**src/rtl/sram_bridge_pkg.sv**
```systemverilog
package sram_bridge_pkg;

   typedef enum logic [2:0] {
      ST_IDLE   = 3'd0,
      ST_READ   = 3'd1,
      ST_WFLOAT = 3'd2,
      ST_WDRIVE = 3'd3,
      ST_WEND   = 3'd4
   } seq_state_e;

   typedef struct packed {
      logic ce_n;
      logic oe_n;
      logic we_n;
      logic drive;
   } pin_ctl_t;

   localparam pin_ctl_t PINS_STANDBY = '{ce_n: 1'b1, oe_n: 1'b1, we_n: 1'b1, drive: 1'b0};

   function automatic pin_ctl_t pins_for(input seq_state_e s);
      pin_ctl_t p;
      p = PINS_STANDBY;
      case (s)
         ST_READ: begin
            p.ce_n = 1'b0;
            p.oe_n = 1'b0;
         end
         ST_WFLOAT: begin
            p.ce_n = 1'b0;
            p.we_n = 1'b0;
         end
         ST_WDRIVE: begin
            p.ce_n  = 1'b0;
            p.we_n  = 1'b0;
            p.drive = 1'b1;
         end
         ST_WEND: begin
            p.ce_n  = 1'b0;
            p.drive = 1'b1;
         end
         default: p = PINS_STANDBY;
      endcase
      return p;
   endfunction

   function automatic int max_of(input int a, input int b);
      return (a > b) ? a : b;
   endfunction

endpackage

```
**src/rtl/sram_bridge_timer.sv**
```systemverilog
module sram_bridge_timer #(
   parameter int W = 2
) (
   input  logic         clk,
   input  logic         rst_n,
   input  logic         load,
   input  logic [W-1:0] val,
   input  logic         dec,
   output logic         zero
);

   logic [W-1:0] cnt_q;

   always_ff @(posedge clk or negedge rst_n) begin
      if (!rst_n) begin
         cnt_q <= '0;
      end else if (load) begin
         cnt_q <= val;
      end else if (dec && (cnt_q != '0)) begin
         cnt_q <= cnt_q - 1'b1;
      end
   end

   assign zero = (cnt_q == '0);

endmodule

```
**src/rtl/sram_bridge_seq.sv**
```systemverilog
module sram_bridge_seq
   import sram_bridge_pkg::*;
#(
   parameter int T_RD  = 1,
   parameter int T_WLZ = 1,
   parameter int T_DS  = 1,
   parameter int T_HZ  = 1,
   parameter int T_WP  = 1
) (
   input  logic     clk,
   input  logic     rst_n,
   input  logic     req,
   input  logic     req_we,
   output logic     accept,
   output logic     capture,
   output pin_ctl_t pins,
   output logic     ack,
   output logic     rvalid
);

   localparam int TMAX = max_of(max_of(T_RD, T_WLZ), max_of(T_DS, T_HZ));
   localparam int CW   = (TMAX < 2) ? 1 : $clog2(TMAX + 1);

   if (T_RD < 1 || T_WLZ < 1 || T_DS < 1) begin : g_bad_min
      $error("sram_bridge_seq: T_RD, T_WLZ and T_DS must be at least 1");
   end
   if (T_HZ < 0) begin : g_bad_hz
      $error("sram_bridge_seq: T_HZ must not be negative");
   end
   if (T_WLZ + T_DS < T_WP) begin : g_bad_wp
      $error("sram_bridge_seq: strobe-low time T_WLZ+T_DS is shorter than T_WP");
   end

   seq_state_e state_q, state_d;
   pin_ctl_t   pins_q;
   logic       ack_q, rvalid_q;
   logic       ph_load, ph_zero;
   logic [CW-1:0] ph_val;
   logic       rec_zero, done;

   sram_bridge_timer #(.W(CW)) i_phase (
      .clk  (clk),
      .rst_n(rst_n),
      .load (ph_load),
      .val  (ph_val),
      .dec  (1'b1),
      .zero (ph_zero)
   );

   sram_bridge_timer #(.W(CW)) i_recover (
      .clk  (clk),
      .rst_n(rst_n),
      .load (capture),
      .val  (CW'(T_HZ)),
      .dec  (!ack_q),
      .zero (rec_zero)
   );

   always_comb begin
      state_d = state_q;
      ph_load = 1'b0;
      ph_val  = '0;
      accept  = 1'b0;
      capture = 1'b0;
      done    = 1'b0;
      case (state_q)
         ST_IDLE: begin
            if (req && !ack_q && !(req_we && !rec_zero)) begin
               accept  = 1'b1;
               ph_load = 1'b1;
               if (req_we) begin
                  state_d = ST_WFLOAT;
                  ph_val  = CW'(T_WLZ - 1);
               end else begin
                  state_d = ST_READ;
                  ph_val  = CW'(T_RD - 1);
               end
            end
         end
         ST_READ: begin
            if (ph_zero) begin
               capture = 1'b1;
               done    = 1'b1;
               state_d = ST_IDLE;
            end
         end
         ST_WFLOAT: begin
            if (ph_zero) begin
               state_d = ST_WDRIVE;
               ph_load = 1'b1;
               ph_val  = CW'(T_DS - 1);
            end
         end
         ST_WDRIVE: begin
            if (ph_zero) state_d = ST_WEND;
         end
         ST_WEND: begin
            done    = 1'b1;
            state_d = ST_IDLE;
         end
         default: state_d = ST_IDLE;
      endcase
   end

   always_ff @(posedge clk or negedge rst_n) begin
      if (!rst_n) begin
         state_q  <= ST_IDLE;
         pins_q   <= PINS_STANDBY;
         ack_q    <= 1'b0;
         rvalid_q <= 1'b0;
      end else begin
         state_q  <= state_d;
         pins_q   <= pins_for(state_d);
         ack_q    <= done;
         rvalid_q <= capture;
      end
   end

   assign pins   = pins_q;
   assign ack    = ack_q;
   assign rvalid = rvalid_q;

   assert_ack_one_cycle_R6: assert property (@(posedge clk) disable iff (!rst_n)
      ack |=> !ack);

   assert_rvalid_with_ack_R3: assert property (@(posedge clk) disable iff (!rst_n)
      rvalid |-> ack);

   assert_oe_high_in_write_R4: assert property (@(posedge clk) disable iff (!rst_n)
      !pins.we_n |-> pins.oe_n);

   assert_oe_settled_before_we_R7: assert property (@(posedge clk) disable iff (!rst_n)
      $fell(pins.we_n) |-> ($past(pins.oe_n) && $past(pins.oe_n, 2)));

   assert_deselect_on_ack_R2: assert property (@(posedge clk) disable iff (!rst_n)
      ack |-> (pins.ce_n && pins.oe_n && pins.we_n && !pins.drive));

endmodule

```
**src/rtl/sram_bridge_dpath.sv**
```systemverilog
module sram_bridge_dpath #(
   parameter int AW = 18,
   parameter int DW = 8
) (
   input  logic          clk,
   input  logic          rst_n,
   input  logic          accept,
   input  logic          capture,
   input  logic          drive,
   input  logic [AW-1:0] addr,
   input  logic [DW-1:0] wdata,
   input  logic [DW-1:0] mem_dq_i,
   output logic [AW-1:0] mem_addr,
   output logic [DW-1:0] mem_dq_o,
   output logic [DW-1:0] mem_dq_oe,
   output logic [DW-1:0] rdata
);

   if (AW < 1 || DW < 1) begin : g_bad_width
      $error("sram_bridge_dpath: widths must be positive");
   end

   logic [AW-1:0] addr_q;
   logic [DW-1:0] wdata_q, rdata_q;

   always_ff @(posedge clk or negedge rst_n) begin
      if (!rst_n) begin
         addr_q  <= '0;
         wdata_q <= '0;
      end else if (accept) begin
         addr_q  <= addr;
         wdata_q <= wdata;
      end
   end

   always_ff @(posedge clk or negedge rst_n) begin
      if (!rst_n) begin
         rdata_q <= '0;
      end else if (capture) begin
         rdata_q <= mem_dq_i;
      end
   end

   for (genvar b = 0; b < DW; b++) begin : g_pad
      assign mem_dq_oe[b] = drive;
      assign mem_dq_o[b]  = wdata_q[b];
   end

   assign mem_addr = addr_q;
   assign rdata    = rdata_q;

endmodule

```
**src/rtl/sram_bridge.sv**
```systemverilog
module sram_bridge
   import sram_bridge_pkg::*;
#(
   parameter int AW    = 18,
   parameter int DW    = 8,
   parameter int T_RD  = 1,
   parameter int T_WLZ = 1,
   parameter int T_DS  = 1,
   parameter int T_HZ  = 1,
   parameter int T_WP  = 1
) (
   input  logic          clk,
   input  logic          rst_n,
   input  logic          req,
   input  logic          we,
   input  logic [AW-1:0] addr,
   input  logic [DW-1:0] wdata,
   output logic          ack,
   output logic [DW-1:0] rdata,
   output logic          rvalid,
   output logic [AW-1:0] mem_addr,
   output logic          mem_ce_n,
   output logic          mem_oe_n,
   output logic          mem_we_n,
   output logic [DW-1:0] mem_dq_o,
   output logic [DW-1:0] mem_dq_oe,
   input  logic [DW-1:0] mem_dq_i
);

   pin_ctl_t pins;
   logic     accept, capture;

   sram_bridge_seq #(
      .T_RD (T_RD),
      .T_WLZ(T_WLZ),
      .T_DS (T_DS),
      .T_HZ (T_HZ),
      .T_WP (T_WP)
   ) i_seq (
      .clk    (clk),
      .rst_n  (rst_n),
      .req    (req),
      .req_we (we),
      .accept (accept),
      .capture(capture),
      .pins   (pins),
      .ack    (ack),
      .rvalid (rvalid)
   );

   sram_bridge_dpath #(
      .AW(AW),
      .DW(DW)
   ) i_dpath (
      .clk      (clk),
      .rst_n    (rst_n),
      .accept   (accept),
      .capture  (capture),
      .drive    (pins.drive),
      .addr     (addr),
      .wdata    (wdata),
      .mem_dq_i (mem_dq_i),
      .mem_addr (mem_addr),
      .mem_dq_o (mem_dq_o),
      .mem_dq_oe(mem_dq_oe),
      .rdata    (rdata)
   );

   assign mem_ce_n = pins.ce_n;
   assign mem_oe_n = pins.oe_n;
   assign mem_we_n = pins.we_n;

   assert_float_on_we_fall_R5: assert property (@(posedge clk) disable iff (!rst_n)
      $fell(mem_we_n) |-> (mem_dq_oe == '0));

   assert_addr_held_R8: assert property (@(posedge clk) disable iff (!rst_n)
      (!mem_ce_n && $past(!mem_ce_n)) |-> $stable(mem_addr));

   assert_no_drive_while_reading_R2: assert property (@(posedge clk) disable iff (!rst_n)
      !mem_oe_n |-> (mem_dq_oe == '0));

endmodule

```
**config.mk**
```make
export PLATFORM = sky130hd
export DESIGN_NAME = sram_bridge
export DESIGN_NICKNAME = d
export VERILOG_FILES = /design/src/rtl/sram_bridge_pkg.sv /design/src/rtl/sram_bridge_timer.sv /design/src/rtl/sram_bridge_seq.sv /design/src/rtl/sram_bridge_dpath.sv /design/src/rtl/sram_bridge.sv
export SDC_FILE = /design/constraint.sdc
export NUM_CORES = 1
export LEC_CHECK = 0
export BUFFER_PORTS_ARGS = -buffer_cell sky130_fd_sc_hd__buf_4
export CAP_MARGIN = 5
export CORE_MARGIN = 2
export CORE_UTILIZATION = 41
export DETAILED_ROUTE_END_ITERATION = 10
export PLACE_DENSITY = 0.75
export REMOVE_ABC_BUFFERS = 1
export SYNTH_ARGS = -nofsm -noshare
export SYNTH_HDL_FRONTEND = slang
export SYNTH_SLANG_ARGS = --single-unit
```
**constraint.sdc**
```tcl
create_clock -name clk -period 1.5 [get_ports clk]
set_input_delay 0.15 -clock clk [delete_from_list [all_inputs] [get_ports clk]]
set_output_delay 0.15 -clock clk [all_outputs]
set_load 0.03 [all_outputs]
```
==> results of run 1 <==
==> power by group through the flow <==
stage	sequential (W)	combinational, W	clock, W
after detailed placement	0.00216	0.00390	0
after global placement	0.00215	0.00380	0
after CTS	0.00216	0.00390	0.000995
after global routing	0.00224	0.00404	0.00105
after floorplan	0.00340	0.00117	0
final	0.00215	0.00386	0.000980
==> flip-flops by register name, summed over array words and instances (netlist names) <==
| signal | flops |
|---|---|
| i_dpath.mem_addr | 18 |
| i_dpath.mem_dq_o | 8 |
| i_dpath.rdata | 8 |
| i_seq.pins | 4 |
| i_seq.state_q | 3 |
| i_seq.ack | 1 |
| i_seq.i_recover.cnt_q | 1 |
| i_seq.rvalid | 1 |
==> layer usage <==
| metal | up-vias | part of all wire, % | wire (microns) |
|---|---|---|---|
| met4 | 0 | 1.8 | 65 |
| met2 | 48 | 53 | 1891 |
| li1 | 532 | - | - |
| met5 | - | 0 | 0 |
| met3 | 8 | 6.8 | 244 |
| met1 | 572 | 39 | 1397 |
==> cell type report <==
class | count | area [sq um] | share of cell area (%)
Clock buffer | 7 | 96.34 | 3.704
Clock inverter | 1 | 30.03 | 1.154
Inverter | 1 | 3.754 | 0.1443
Multi-Input combinational cell | 51 | 590.6 | 22.70
Sequential cell | 44 | 1105 | 42.47
Tap cell | 52 | 65.06 | 2.501
Timing Repair Buffer | 91 | 710.7 | 27.32
==> critical path: cells and delay by family, from the launching register on <==
| kind | cells | cell delay, ns |
|---|---|---|
| buffers and inverters | 1 | 0.19 |
| AND/OR/NAND/NOR | 2 | 0.45 |
| flip-flops | 1 | 0.40 |
| multiplexers | 1 | 0.30 |
==> per-stage QoR <==
step | cells | hold WS (ns)
after global placement | 238 | 0.1553
after detailed placement | 238 | 0.1790
after floorplan | 96 | -0.1456
after CTS | 247 | 0.07622
final | 247 | 0.08614
after global routing | 247 | 0.06512
==> what timing repair did <==
action                                  4_1_cts  5_1_grt
endpoints found under the setup margin        0       16
hold buffers                                  1        0
endpoints found under the hold margin        41        0
==> cell usage after synthesis, types with 2 or more instances <==
cell type and number:
buf_4 8, buf_6 2, dfrtp_1 41, dfstp_2 3
mux2_2 14, mux2_4 20, nand2_1 2, nor2_1 2
nor3b_1 2, nor4bb_1 2
==> worst min path at each step <==
stage | from | endpoint | slack, ns | depth (start not counted)
floorplan | rst_n | i_dpath.mem_addr[0]$_DFFE_PN0P_ | -0.15 | 0
global placement | rst_n | i_dpath.rdata[3]$_DFFE_PN0P_ | 0.16 | 1
detailed placement | rst_n | i_dpath.rdata[3]$_DFFE_PN0P_ | 0.18 | 1
CTS | addr[9] | i_dpath.mem_addr[9]$_DFFE_PN0P_ | 0.08 | 2
global route | addr[9] | i_dpath.mem_addr[9]$_DFFE_PN0P_ | 0.07 | 2
finish | mem_dq_i[3] | i_dpath.rdata[3]$_DFFE_PN0P_ | 0.09 | 2
==> logic make-up after synthesis <==
kind of cell | Yosys count | share of synthesized area, %
flip-flops | 44 | 61.83
XOR/XNOR | 1 | 0.4903
buffers and inverters | 12 | 5.112
AO/OA/AOI/OAI | 4 | 1.541
multiplexers | 34 | 25.63
AND/OR/NAND/NOR | 12 | 5.393
==> placed cells by master, fill, tap and decap left out <==
cell | netlist | routed
nor3b_1 | 2 | 2
inv_1 | 1 | 1
nand4b_4 | 1 | 1
dfstp_2 | 3 | 3
o21ai_0 | 1 | 1
a21o_1 | 1 | 1
buf_4 | 8 | 88
buf_12 | 0 | 2
bufinv_16 | 0 | 1
nor4bb_1 | 2 | 2
mux2_4 | 20 | 20
o21a_1 | 1 | 1
nor3_2 | 1 | 1
nor2b_1 | 1 | 1
dlygate4sd3_1 | 0 | 1
nand2_1 | 2 | 2
o21bai_1 | 1 | 1
clkbuf_8 | 0 | 7
and2_1 | 1 | 1
xnor2_1 | 1 | 1
mux2_2 | 14 | 14
nor2_1 | 2 | 2
dfrtp_1 | 41 | 41
==> run metrics, run 1 <==
design area=2601 sq um; maximum vdd drop=1.286 mV; Design Power=0.006991 W; Reg clk slew, reported paths=0.08 ns; met3 Use GR=5.483%; n_diodes=0; CP Launch Point=i_seq.state_q[2]$_DFF_PN0_; detailed placement HPWL=2710 microns; Congestion Overflow GR=0; vias per inst=4.696; boundary pin count=85; worst setup path class=register to register; antenna-violating nets left=0; largest net degree at the start of global routing=45; Net Switching=0.002780 W; post-layout net count=232; fmax=685.0 MHz; EDFF count, synth=0; Yosys top cell by area=dfrtp_1; total negative slack=0 ns; Max Cap Viol=0; pwr dens=2688 nW/um^2; DR iter-0 viols=57; final hold vios=0; 1st-pass router iterations=4; clk_skew=0.006311 ns; Layout area overhead=45.59%; M2 GR Usage=26.35%; Root Driver=clkbuf_8; fin. max-slew vios=0; predominant post-synthesis flop cell=dfrtp_1; Setup crit end=i_dpath.mem_addr[12]$_DFFE_PN0P_; Lkg Pwr=1.336 nW; Final Util=61.00%; Vias=1160; Reg-to-Reg Start=i_seq.state_q[2]$_DFF_PN0_; final worst slack=0.04013 ns; Routed WL per cell=14.57 microns; DRC=0; Clock Path Buffers=2; sw frac=39.76%; Async SR Flop Fraction=100.0%; vias in the first global route=1310; Final min period=1.460 ns; Startpoint Class=register; status=finished, final reports clean; Clock power frac=14.0%; Worst R2R End=i_dpath.mem_addr[12]$_DFFE_PN0P_; chip width=70.02 microns; Netlist cell types=21; setup bufs post-CTS=0; Avg Inst Size Synth=16.70 sq um; Num CTS Buffers=5; layout cells sized above 1=70.26%; gpl congestion=0.7373; die area=4902 sq um; Fillers=339; Cell Int Power=0.004212 W; endpoint class of the critical path=register; final WL=3599 microns; initial cell density of the core=41.90%; Area after DPL=2465 sq um; Syn Inst Count=107; CP Cell Sequence=nor3_2 -> nand4b_4 -> buf_12 -> mux2_4; register area share after synthesis=61.83%; first-pass GRT wire length=6009 microns; Synth area leaders=dfrtp_1 (57%), mux2_4 (17%), mux2_2 (8.8%), dfstp_2 (4.4%), buf_4 (3.4%); post-place setup slack=0.05425 ns; required time of the critical path=1.68 ns; Final setup viols=0; TritonCTS clock tree=done; Worst path max stage delay=0.40 ns; M1 GR Usage=17.85%; clock sinks=44; number of cells on the worst reg-to-reg path=4; sequential power share=30.7%; number of H-tree levels=2; initial antenna violation count=0; area share of the largest cell type after synthesis=57.42%; core area=4264 sq um; row cnt=24; Worst R2R Setup Slack=0.04 ns; unrepaired setup endpoints after global routing=true; Crit-path slowest cell=dfrtp_1; PortBufs=84; Yosys Warn Count=0; Least-Margin Pin Slew=0.5335 ns; Hold WC Path Type=primary input to register; Comb pwr share=55.2%; Synth Register Bits=44; post-CTS sizing=0; Worst-Skew Late Latency=0.29 ns; Arr. time, crit path=1.64 ns; Mapped Area=1787 sq um; die height=70.02 microns; period utilisation layout=97.32%; Critical Path Fanout Max=15; layer with the highest usage=met2; Slew HR=64.43%; total track usage=15.64%
Power figures use the tool's default switching activity.
==> run 2: changes to the inputs <==
- ABC_AREA: unset -> 1
- PLACE_DENSITY: 0.75 -> 0.71
==> run 2 against run 1 <==
Effect of this change: worst setup slack improved by 0.11 ns; routed wire length increased by 1.1%; first-iteration DRC count down 5.3%; die area is 1.0% higher; worst hold slack got worse by 0.040 ns; design area down 4.4%; final cell count increased by 32%; largest power group unchanged; register-to-register slack better by 0.11 ns; sequential power down 4%; synthesized cell count is 79% higher; critical path depth is the same; non-clock buffer count down 3.
==> run metrics, run 2 <==
post-CTS sizing=0 (unchanged); Hold WC Path Type=primary input to register (unchanged); Yosys top cell by area=dfrtp_1 (unchanged); Final min period=1.347 ns (was 1.460 ns); final std cells w/o fill=325 (was 247); Vias=1422 (was 1160); Area after DPL=2395 sq um (was 2465 sq um); Synth Area in Simple Gates=29.50% (was 5.392%); DR iter-0 viols=54 (was 57); unrepaired setup endpoints after global routing=false (was true); PortBufs=84 (unchanged); initial cell density of the core=42.07% (was 41.90%); fin. max-slew vios=0 (unchanged); worst setup path class=register to register (unchanged); Congestion Overflow GR=0 (unchanged); number of H-tree levels=2 (unchanged); required time of the critical path=1.68 ns (about the same); largest family of logic cells by synthesized area=simple AND/OR/NAND/NOR gates (was multiplexers); DRC=0 (unchanged); final hold vios=0 (unchanged); first-pass GRT wire length=6023 microns (was 6009 microns); WHS Endpoint=i_dpath.rdata[7]$_DFFE_PN0P_ (was i_dpath.rdata[3]$_DFFE_PN0P_); Crit-path slowest cell=dfrtp_1 (unchanged); n_diodes=0 (unchanged); Synth area leaders=dfrtp_1 (57%), nand2_1 (21%), dfstp_2 (4.4%), nand2_2 (3.8%), buf_4 (3.3%) (was dfrtp_1 (57%), mux2_4 (17%), mux2_2 (8.8%), dfstp_2 (4.4%), buf_4 (3.4%)); Lkg Pwr=1.411 nW (was 1.336 nW); multiplexer share of the synthesized area=0% (was 25.63%); Layout area overhead=37.60% (was 45.59%); clock sinks=44 (unchanged); gpl congestion=0.7193 (was 0.7373); Avg Inst Size Synth=9.459 sq um (was 16.70 sq um); EDFF count, synth=0 (unchanged); Slew HR=64.21% (was 64.43%); Worst R2R End=i_dpath.mem_addr[12]$_DFFE_PN0P_ (unchanged); Worst path most repeated cell=nand2_1; Synth Area in Compound Gates=0.2770% (was 1.541%); Worst-Skew Late Latency=0.29 ns (about the same); Netlist cell types=16 (was 21); CP Cell Sequence=nor2_1 -> nand4_4 -> nand2_1 -> nand2_1 (was nor3_2 -> nand4b_4 -> buf_12 -> mux2_4); core area=4294 sq um (was 4264 sq um); synth cell count leaders=nand2_1 (101), dfrtp_1 (41), nand2_2 (11) (was dfrtp_1 (41), mux2_4 (20), mux2_2 (14)); total negative slack=0 ns (unchanged); Mapped Area=1807 sq um (was 1787 sq um); number of cells on the worst reg-to-reg path=4 (unchanged); hold path start=mem_dq_i[7] (was mem_dq_i[3]); Critical Path Fanout Max=26 (was 15); total track usage=15.48% (was 15.64%); commonest non-fill, non-tap cell in the layout=nand2_1 (was buf_4); Design Power=0.006003 W (was 0.006991 W); Root Driver=clkbuf_8 (unchanged); pwr dens=2415 nW/um^2 (was 2688 nW/um^2); Startpoint Class=register (unchanged); status=finished, final reports clean (unchanged); period utilisation layout=89.83% (was 97.32%); TritonCTS clock tree=done (unchanged); initial antenna violation count=0 (unchanged); design area=2486 sq um (was 2601 sq um); Synth Register Bits=44 (unchanged); dpl cells=316 (was 238); max reg flops=18 (unchanged); Worst R2R Setup Slack=0.15 ns (was 0.04 ns); crit-path leading delay family=simple AND/OR/NAND/NOR gates (unchanged); area share of the largest cell type after synthesis=56.79% (was 57.42%); chip width=70.38 microns (was 70.02 microns); fmax=742.1 MHz (was 685.0 MHz); antenna-violating nets left=0 (unchanged); top-count cell post-synth=nand2_1 (was dfrtp_1); die height=70.38 microns (was 70.02 microns); Clock Path Buffers=2 (unchanged); clk_skew=0.003532 ns (was 0.006311 ns); detailed placement HPWL=2681 microns (was 2710 microns); 1st-pass router iterations=4 (unchanged); Final Util=57.90% (was 61.00%); die area=4953 sq um (was 4902 sq um); Routed WL per cell=11.19 microns (was 14.57 microns); Arr. time, crit path=1.53 ns (was 1.64 ns); Yosys Warn Count=0 (unchanged); Reg-to-Reg Start=i_seq.ack$_DFF_PN0_ (was i_seq.state_q[2]$_DFF_PN0_); predominant post-synthesis flop cell=dfrtp_1 (unchanged); boundary pin count=85 (unchanged); row cnt=24 (unchanged); maximum vdd drop=1.086 mV (was 1.286 mV); post-synthesis xor/xnor area fraction=0% (was 0.4902%); Syn Inst Count=191 (was 107); final WL=3637 microns (was 3599 microns); Reg clk slew, reported paths=0.08 ns (about the same); Async SR Flop Fraction=100.0% (unchanged); endpoint class of the critical path=register (unchanged); Max Cap Viol=0 (unchanged); Fillers=392 (was 339); register area share after synthesis=61.15% (was 61.83%); Worst path max stage delay=0.41 ns (was 0.40 ns); post-layout net count=310 (was 232); commonest cells after routing, fill and taps aside=nand2_1 (101), buf_4 (87), dfrtp_1 (41) (was buf_4 (88), dfrtp_1 (41), mux2_4 (20)); vias in the first global route=1332 (was 1310); post-synthesis adder-cell area fraction=0% (unchanged); largest net degree at the start of global routing=45 (unchanged); CP Launch Point=i_seq.ack$_DFF_PN0_ (was i_seq.state_q[2]$_DFF_PN0_); Final setup viols=0 (unchanged); vias per inst=4.375 (was 4.696); Buf/Inv on CP=0 (was 1); Least-Margin Pin Slew=0.5369 ns (was 0.5335 ns); Num CTS Buffers=5 (unchanged); layout cells sized above 1=40.66% (was 70.26%); Hold Crit Depth=3 (was 2)
## run 2: kinds of logic (layout without fill, tap and decap cells)
logic type	after synthesis	count (layout)
compound gates	1	1
buf+inv	23	105
flops	44	44
simple gates	123	123
## run 2: worst max path at each step
stage                     cells after the start                               end  slack [ns]
after floorplan                               0                      mem_dq_oe[0]       -0.37
after global placement                        4   i_dpath.mem_addr[4]$_DFFE_PN0P_        0.20
after detailed placement                      4  i_dpath.mem_addr[12]$_DFFE_PN0P_        0.13
after CTS                                     4  i_dpath.mem_addr[12]$_DFFE_PN0P_        0.11
after global routing                          4   i_dpath.mem_addr[6]$_DFFE_PN0P_       0.008
final                                         4  i_dpath.mem_addr[12]$_DFFE_PN0P_        0.15
## run 2: where the power goes
group | switching [W] | internal, W | leakage (nW)
Combinational | 0.00209 | 0.00115 | 0.824
Clock | 0.000370 | 0.000327 | 0.0422
Sequential | 0.000319 | 0.00175 | 0.545
Total | 0.00278 | 0.00323 | 1.41
## run 2: what timing repair did
item	CTS	global route
hold buffers	1	0
setup buffers	0	0
hold endpoints to repair	41	0
## run 2: worst min-delay path, cell delays in order
cell and delay (ns):
buf_4 0.08, nand2_1 0.04, nand2_1 0.04
## run 2: final cells by class
type / count / area (sq um) / share of cell area, %
flip-flops and latches: 44 / 1105 / 44.44
repair buffers: 88 / 663.1 / 26.67
multi-input cells: 124 / 538.0 / 21.64
clock buffers: 7 / 76.32 / 3.070
well taps: 52 / 65.06 / 2.617
inverters: 9 / 33.78 / 1.359
clock inverters: 1 / 5.005 / 0.2013
## run 2: per-layer routing
metal / global-route usage [%] / vias to the layer above / part of all wire [%]
met5: 0 / - / 0
met4: 5.128 / 0 / 1.6
met1: 17.59 / 646 / 41
met3: 6.494 / 6 / 9.7
met2: 26.21 / 51 / 48
li1: - / 719 / -
## run 2: through the flow
stage          setup WS (ns)  hold slack [ns]
2_1_floorplan        -0.3669          -0.1456
3_3_place_gp          0.2033           0.1722
3_5_place_dp          0.1306           0.1793
4_1_cts               0.1128          0.03589
5_1_grt             0.007863          0.04063
6_report              0.1525          0.04599
==> run 3: changes to the inputs <==
- CAP_MARGIN: 5 -> 40
- CORE_UTILIZATION: 41 -> 46
- PLACE_DENSITY: 0.71 -> 0.75
- SETUP_SLACK_MARGIN: unset -> 0.2
- clock period: 1.5 -> 1.3 ns (I/O delays scaled with it)
==> run 3 against run 2 <==
Effect of this change: combinational power up 39%; critical endpoint unchanged; routed wire length grew 17%; worst setup slack worse by 0.062 ns; clock-buffer cell count shrank 1; fmax grew 11%; global-route usage grew 4.4 points; critical path type unchanged; first-iteration DRC count increased by 69%; via count is 10% higher; largest cell class unchanged; worst hold slack got worse by 0.020 ns.
==> run metrics, run 3 (synthesis gave the netlist of run 2 again) <==
row cnt=22 (was 24); sequential power share=30.6% (was 34.5%); first-pass GRT wire length=6582 microns (was 6023 microns); largest net degree at the start of global routing=45 (unchanged); initial antenna violation count=0 (unchanged); final WL=4248 microns (was 3637 microns); Hold WC Path Type=primary input to register (unchanged); Design Power=0.007904 W (was 0.006003 W); Reg clk slew, reported paths=0.08 ns (about the same); fin. max-slew vios=0 (unchanged); Clock power frac=12.7% (was 11.6%); Net Switching=0.003482 W (was 0.002778 W); sw frac=44.05% (was 46.27%); boundary pin count=85 (unchanged); PortBufs=84 (unchanged); vias per inst=4.659 (was 4.375); status=finished, final reports clean (unchanged); Least-Margin Pin Slew=0.5341 ns (was 0.5369 ns); gpl congestion=0.7378 (was 0.7193); Lkg Pwr=1.561 nW (was 1.411 nW); Arr. time, crit path=1.45 ns (was 1.53 ns); Layout area overhead=54.36% (was 37.60%); Final min period=1.209 ns (was 1.347 ns); total track usage=19.85% (was 15.48%); worst setup path class=register to register (unchanged); Cell Int Power=0.004422 W (was 0.003225 W); Congestion Overflow GR=0 (unchanged); Max Cap Viol=0 (unchanged); total negative slack=0 ns (unchanged); core area=3716 sq um (was 4294 sq um); Root Driver=clkbuf_8 (unchanged); detailed placement HPWL=2713 microns (was 2681 microns); commonest cells after routing, fill and taps aside=nand2_1 (94), buf_4 (90), dfrtp_1 (40) (was nand2_1 (101), buf_4 (87), dfrtp_1 (41)); post-layout net count=326 (was 310); number of H-tree levels=2 (unchanged); period utilisation layout=93.00% (was 89.83%); Final setup viols=0 (unchanged); Vias=1570 (was 1422); commonest non-fill, non-tap cell in the layout=nand2_1 (unchanged); die area=4445 sq um (was 4953 sq um); Slew HR=64.40% (was 64.21%); Worst-Skew Late Latency=0.29 ns (about the same); chip width=66.67 microns (was 70.38 microns); Critical Path Fanout Max=6 (was 26); 1st-pass router iterations=4 (unchanged); clk_skew=0.005864 ns (was 0.003532 ns); pwr dens=2834 nW/um^2 (was 2415 nW/um^2); required time of the critical path=1.54 ns (was 1.68 ns); Num CTS Buffers=5 (unchanged); DRC=0 (unchanged); unrepaired setup endpoints after global routing=true (was false); final hold vios=0 (unchanged); Comb pwr share=56.7% (was 53.9%); post-place setup slack=0.1034 ns (was 0.1306 ns); initial cell density of the core=48.62% (was 42.07%); hold_ws=0.02581 ns (was 0.04599 ns); max reg flops=18 (unchanged); TritonCTS clock tree=done (unchanged); Clock Path Buffers=2 (unchanged); maximum vdd drop=1.573 mV (was 1.086 mV); die height=66.67 microns (was 70.38 microns); layout cells sized above 1=49.48% (was 40.66%); fmax=827.1 MHz (was 742.1 MHz); Startpoint Class=register (unchanged); Fillers=276 (was 392); n_diodes=0 (unchanged); clock sinks=44 (unchanged); antenna-violating nets left=0 (unchanged); vias in the first global route=1522 (was 1332); endpoint class of the critical path=register (unchanged); DR iter-0 viols=91 (was 54); Routed WL per cell=12.61 microns (was 11.19 microns); final worst slack=0.09102 ns (was 0.1525 ns)
[run 3: cell type report]
cell class / instances / area (sq um) / area share (%)
Clock buffer: 6 / 72.57 / 2.602
Clock inverter: 2 / 35.03 / 1.256
Inverter: 9 / 36.28 / 1.301
Multi-Input combinational cell: 124 / 586.8 / 21.04
Sequential cell: 44 / 1106 / 39.66
Tap cell: 48 / 60.06 / 2.153
Timing Repair Buffer: 103 / 888.4 / 31.85
Timing Repair inverter: 1 / 3.754 / 0.1346
[run 3: path summary, 6_finish.rpt]
path                                             startpoint                               end  slack (ns)  cells after the start
min in group asynchronous                             rst_n  i_dpath.mem_addr[11]$_DFFE_PN0P_        0.36                      2
max                              i_seq.state_q[0]$_DFF_PN0_  i_dpath.mem_addr[12]$_DFFE_PN0P_        0.09                      7
max reg2reg                      i_seq.state_q[0]$_DFF_PN0_  i_dpath.mem_addr[12]$_DFFE_PN0P_        0.09                      7
min                                                 addr[5]   i_dpath.mem_addr[5]$_DFFE_PN0P_        0.03                      3
max in group asynchronous                             rst_n           i_seq.pins[0]$_DFF_PN0_        0.54                      2
min reg2reg                i_dpath.mem_addr[16]$_DFFE_PN0P_  i_dpath.mem_addr[16]$_DFFE_PN0P_        0.48                      2
[run 3: critical path, stage by stage, from the launching register on]
cell and delay, ns:
dfrtp_1 0.42, nor2_4 0.13, nand2_2 0.07, nor2_4 0.15
buf_4 0.15, buf_16 0.11, nand2_1 0.05, nand2_1 0.07
[run 3: stage by stage]
step	instance area [sq um]	util, %	cells
2_1_floorplan	1677	-	177
3_3_place_gp	2422	65.19	313
3_5_place_dp	2422	65.19	313
4_1_cts	2683	72.19	331
5_1_grt	2789	75.05	337
6_report	2789	75.05	337
[run 3: timing repair]
action	in CTS	in global routing
endpoints found under the hold margin	41	0
gates resized for setup	14	15
pin swaps	3	10
hold buffers	1	0
cloned	3	1
setup endpoints to repair	39	50
buffers inserted	6	5
[run 3: per-layer routing]
layer | track usage (%) | routed length (microns) | vias to the layer above | part of all wire [%]
met5 | 0 | 0 | - | 0
met4 | 6.888 | 38 | 0 | 0.89
met3 | 5.574 | 403 | 5 | 9.5
met2 | 33.88 | 2099 | 72 | 49
met1 | 24.02 | 1707 | 736 | 40
li1 | - | - | 757 | -
[run 3: power by group through the flow]
stage | sequential (W) | combinational [W] | clock [W]
detailed placement | 0.00241 | 0.00389 | 0
floorplan | 0.00372 | 0.000941 | 0
global route | 0.00249 | 0.00481 | 0.00108
CTS | 0.00240 | 0.00425 | 0.00102
finish | 0.00242 | 0.00449 | 0.00100
global placement | 0.00242 | 0.00382 | 0
